--- src/rtl/cgd_pkg.sv ---
package cgd_pkg;
  // width of the dead-band count; 8 bits cover 2.55 us at 100 MHz
  localparam int unsigned DEAD_W_DEF = 8;

  // requests handed from the period controller to the two dead-band gates
  typedef struct packed {
    logic main_on;
    logic sync_on;
  } drive_req_t;
endpackage

--- src/rtl/cgd_period_ctrl.sv ---
module cgd_period_ctrl
  import cgd_pkg::*;
(
  input  logic       clk,
  input  logic       rst,
  input  logic       en,
  input  logic       pwm_in,
  input  logic       peak_trip,
  input  logic       zc_ok,
  output drive_req_t req
);
  logic pwm_q;
  logic start;
  logic on_q;     // main conduction interval open
  logic zlock_q;  // rectifier held off for the rest of the period

  always_ff @(posedge clk) begin
    if (rst) pwm_q <= 1'b0;
    else     pwm_q <= pwm_in;
  end

  assign start = pwm_in & ~pwm_q;

  always_ff @(posedge clk) begin
    if (rst || !en) begin
      on_q    <= 1'b0;
      zlock_q <= 1'b1;
    end else if (start) begin
      // a trip already present skips the period and keeps the rectifier off
      on_q    <= ~peak_trip;
      zlock_q <= peak_trip;
    end else begin
      if (peak_trip)        on_q    <= 1'b0;
      if (!on_q && !zc_ok)  zlock_q <= 1'b1;
    end
  end

  always_comb begin
    req.main_on = on_q;
    req.sync_on = ~on_q & ~zlock_q & zc_ok;
  end
endmodule

--- src/rtl/cgd_dead_gate.sv ---
module cgd_dead_gate #(
  parameter int unsigned W = 8
) (
  input  logic         clk,
  input  logic         rst,
  input  logic         en,
  input  logic         req,
  input  logic         other_on,
  input  logic [W-1:0] dead,
  output logic         drv_q
);
  localparam logic [W-1:0] RUN_MAX = {W{1'b1}};

  logic [W-1:0] run_q;    // cycles the opposite drive has been low, saturating
  logic [W:0]   low_len;  // including the current cycle
  logic         clear;

  always_ff @(posedge clk) begin
    if (rst || other_on)     run_q <= '0;
    else if (run_q != RUN_MAX) run_q <= run_q + W'(1);
  end

  always_comb begin
    low_len = other_on ? '0 : ({1'b0, run_q} + (W+1)'(1));
    clear   = low_len >= {1'b0, dead};
  end

  always_ff @(posedge clk) begin
    if (rst || !en) drv_q <= 1'b0;
    else            drv_q <= req & clear;
  end
endmodule

--- src/rtl/cgd_phase_driver.sv ---
module cgd_phase_driver
  import cgd_pkg::*;
#(
  parameter int unsigned DEAD_W = DEAD_W_DEF
) (
  input  logic              clk,
  input  logic              rst,
  input  logic              en,
  input  logic              pwm_in,
  input  logic              peak_trip,
  input  logic              zc_ok,
  input  logic [DEAD_W-1:0] dead_cyc,
  output logic              main_drv,
  output logic              sync_drv
);
  drive_req_t req;
  logic [1:0] drv_q;
  logic [1:0] drv_out;
  logic [1:0] req_v;

  cgd_period_ctrl u_ctrl (
    .clk       (clk),
    .rst       (rst),
    .en        (en),
    .pwm_in    (pwm_in),
    .peak_trip (peak_trip),
    .zc_ok     (zc_ok),
    .req       (req)
  );

  assign req_v = {req.sync_on, req.main_on};

  // index 0 = main switch, index 1 = synchronous rectifier; each waits on the other
  for (genvar g = 0; g < 2; g++) begin : g_gate
    cgd_dead_gate #(.W(DEAD_W)) u_gate (
      .clk      (clk),
      .rst      (rst),
      .en       (en),
      .req      (req_v[g]),
      .other_on (drv_out[1-g]),
      .dead     (dead_cyc),
      .drv_q    (drv_q[g])
    );
  end

  assign drv_out  = drv_q & {2{en}};
  assign main_drv = drv_out[0];
  assign sync_drv = drv_out[1];
endmodule

--- config.mk ---
export PLATFORM = sky130hd
export DESIGN_NAME = cgd_phase_driver
export DESIGN_NICKNAME = d
export VERILOG_FILES = /design/src/rtl/cgd_pkg.sv /design/src/rtl/cgd_period_ctrl.sv /design/src/rtl/cgd_dead_gate.sv /design/src/rtl/cgd_phase_driver.sv
export SDC_FILE = /design/constraint.sdc
export NUM_CORES = 1
export LEC_CHECK = 0
export BUFFER_PORTS_ARGS = -buffer_cell sky130_fd_sc_hd__buf_4
export CAP_MARGIN = 20
export CORE_MARGIN = 2
export CORE_UTILIZATION = 34
export DETAILED_ROUTE_END_ITERATION = 16
export PLACE_DENSITY_LB_ADDON = 0.1
export SLEW_MARGIN = 0
export SYNTH_ARGS = -nofsm -noshare
export SYNTH_HDL_FRONTEND = slang
export SYNTH_SLANG_ARGS = --single-unit
export TNS_END_PERCENT = 1
--- constraint.sdc ---
create_clock -name clk -period 3.3 [get_ports clk]
set_input_delay 0.825 -clock clk [delete_from_list [all_inputs] [get_ports clk]]
set_output_delay 0.825 -clock clk [all_outputs]
set_load 0.1 [all_outputs]
==> flow_summary_export.csv <==
group,metric,value,unit
status,status,"completed",
timing,setup_viol,0,
pwr,power.leakage,0.727,nW
die,rows,23,
pwr,p_per_area,329,mW/mm^2
cts,clk_pin_slew,0.08,ns
cts,cts_tree,"built",
placed_design,hpwl,2360,um
worst_setup_path,cp-start-kind,"primary input",
layout,final_cells,230,
worst_setup_path,crit_required,2.47,ns
pwr,p_seq_share,51.9,%
layout,num_antenna_cells,0,
pwr,irDropWorstVdd,0.000108,V
logic_synthesis,yosysUniqueCellTypes,34,
drt,ant_nets,0,
cts,ctsHoldBuffers,0,
logic_synthesis,synth_area,0.00139,mm^2
worst_setup_path,r2r_end,"g_gate[0].u_gate.drv_q",
layout,fin_nets,213,
die,die_h,67.9,um
placed_design,place_inst,226,
worst_setup_path,r2r_cells,10,
die,core,0.00397,mm^2
die,start_util,35.0,%
placed_design,io_buffers,15,
pwr,netSwitchingPower,0.134,mW
drt,dr.pass1.iters,4,
logic_synthesis,synth.avg_cell_area,8.27,um^2
logic_synthesis,yosysWarnings,0,
logic_synthesis,synth-edff-count,0,
timing,fmax,409,MHz
worst_setup_path,crit_start,"en",
worst_setup_path,cp_max_fo,12,
timing,finalCritPeriodShare,74.2,%
cts,clock_path_buffers,2,
worst_setup_path,critPathKind,"in -> out",
layout,syn2layout_area_growth,13.3,%
run,drv_cap,0,
timing,clock-skew-final,0.00651,ns
placed_design,placed_area,0.00153,mm^2
cts,cts_setup_buffers,0,
logic_synthesis,synth-seq-cells,21,
layout,finalInstanceArea,0.00157,mm^2
timing,relSlewSlack,71.0,%
logic_synthesis,async_reset_ff_share,0,%
drt,vias,1164,
layout,layout_commonest_cell,"nor2_1",
global_routing,grt_pass1_wl,5080,um
logic_synthesis,syn_inst,168,
cts,cts_root_buffer,"clkbuf_8",
die,io_pins,16,
timing,finalHoldViolCount,0,
pwr,p_int,0.385,mW
cts,htreeDepth,1,
layout,num-fill-cells,422,
logic_synthesis,synth_nets,200,
pwr,pwr-share-clk,33.7,%
global_routing,antenna_found_initial,0,
timing,grt_setup_unrepaired,"false",
timing,fin_crit,2.45,ns
cts,cts_buffers,3,
die,dieArea,0.00461,mm^2
worst_setup_path,endpoint_kind,"primary output",
timing,fin_tns_setup,0,ns
drt,via_per_inst,5.06,
drt,route.detailed.drc,0,
global_routing,grt_max_degree,13,
worst_setup_path,crit_end,"sync_drv",
cts,clk_latency,0.26,ns
global_routing,grt-ovfl-total,0,
min_path,hold_path.class,"reg -> reg",
worst_setup_path,worstPathArrival,1.62,ns
global_routing,grt_util_all_layers,14.5,%
logic_synthesis,yosysSeqAreaShare,30.3,%
layout,layout-drive-gt1-share,13.3,%
global_routing,grt_pass1_vias,1155,
timing,finalMaxSlewViolations,0,
drt,first_iter_violations,32,
pwr,power_frac_comb,14.4,%
die,die_x,67.9,um
logic_synthesis,synthFlopType,"dfxtp_1",
timing,tightest_slew,0.432,ns
worst_setup_path,r2r_start,"g_gate[0].u_gate.run_q[0]",
placed_design,gp_congestion,0.743,
layout,layout_common_cells,"nor2_1, dfxtp_1, ha_1",
worst_setup_path,rrSetupSlack,0.88,ns
drt,wl,2990,um
pwr,switching_share,25.8,%
drt,wl_per_cell,13.0,um
cts,cts_sinks,21,
min_path,min_path_cells,1,
cts,cts.repair.resized,0,
-- metal layers --
layer / vias up / track usage (%) / routed length, um
li1: 609 / - / -
met1: 535 / 20.0 / 1560
met2: 16 / 23.0 / 1290
met3: 4 / 2.63 / 101
met4: 0 / 4.50 / 30
met5: - / 0 / 0
-- Yosys cell counts (4+ instances only) --
cell type | n | area (um^2)
xnor2_1 | 8 | 70.1
dfxtp_1 | 21 | 420
a31oi_1 | 4 | 25.0
clkbuf_1 | 5 | 18.8
inv_1 | 8 | 30.0
a21oi_1 | 11 | 55.1
nand2_1 | 8 | 30.0
xor2_1 | 6 | 52.6
ha_1 | 18 | 225
or2_2 | 4 | 25.0
nand3_1 | 8 | 40.0
nor2_1 | 23 | 86.3
nor2b_1 | 8 | 50.1
o21ai_0 | 5 | 25.0
-- stage by stage --
stage | hold WS (ns) | total power, mW | worst slack [ns] | utilization [%]
finish | 0.521 | 0.519 | 0.853 | 39.6
global route | 0.572 | 0.549 | 0.686 | 39.6
CTS | 0.519 | 0.526 | 0.850 | 39.6
detailed placement | 0.499 | 0.349 | 0.791 | 38.5
global placement | 0.505 | 0.346 | 0.818 | 38.5
floorplan | 0.472 | 0.321 | 0.0463 | -
-- power by group through the flow --
stage | clock (mW) | combinational, mW | sequential (mW)
after floorplan | 0 | 0.0487 | 0.273
after global placement | 0 | 0.0715 | 0.274
after detailed placement | 0 | 0.0746 | 0.275
after CTS | 0.182 | 0.0754 | 0.269
after global routing | 0.193 | 0.0860 | 0.270
final | 0.175 | 0.0745 | 0.269
-- flip-flops by register name (all words and copies together), names as in the netlist --
register,count
g_gate.u_gate.run_q,16
u_ctrl.pwm_q,1
g_gate.u_gate.drv_q,2
u_ctrl.on_q,1
u_ctrl.zlock_q,1
-- critical path, stage by stage --
cell,delay [ns]
buf_4,0.08
and2_1,0.34
buf_4,0.37
-- worst min path at each step --
stage,to,startpoint
floorplan,g_gate[0].u_gate.run_q[7],g_gate[0].u_gate.run_q[7]
global placement,g_gate[0].u_gate.run_q[7],g_gate[0].u_gate.run_q[7]
detailed placement,g_gate[0].u_gate.run_q[7],g_gate[0].u_gate.run_q[7]
CTS,g_gate[0].u_gate.run_q[7],g_gate[0].u_gate.run_q[7]
global route,g_gate[0].u_gate.run_q[7],g_gate[0].u_gate.run_q[7]
finish,g_gate[0].u_gate.run_q[7],g_gate[0].u_gate.run_q[7]
-- kinds of logic after synthesis --
group           count (synthesis)  synth area share (%)
compound gates                 30                  13.6
xor+xnor                       14                  8.83
fa+ha+maj                      18                  16.2
buf+inv                        15                  4.68
flops                          21                  30.3
mux                             2                  1.44
simple gates                   68                  25.0
-- area by class of cell --
class / instances / area (um^2) / share of cell area [%]
multi-input combinational: 132 / 903 / 57.4
sequential: 21 / 420 / 26.7
timing repair buffer: 15 / 113 / 7.15
tap: 50 / 62.6 / 3.97
clock buffer: 4 / 45.0 / 2.86
inverter: 8 / 30.0 / 1.91
Note: power is estimated with default switching activity, not from simulation.
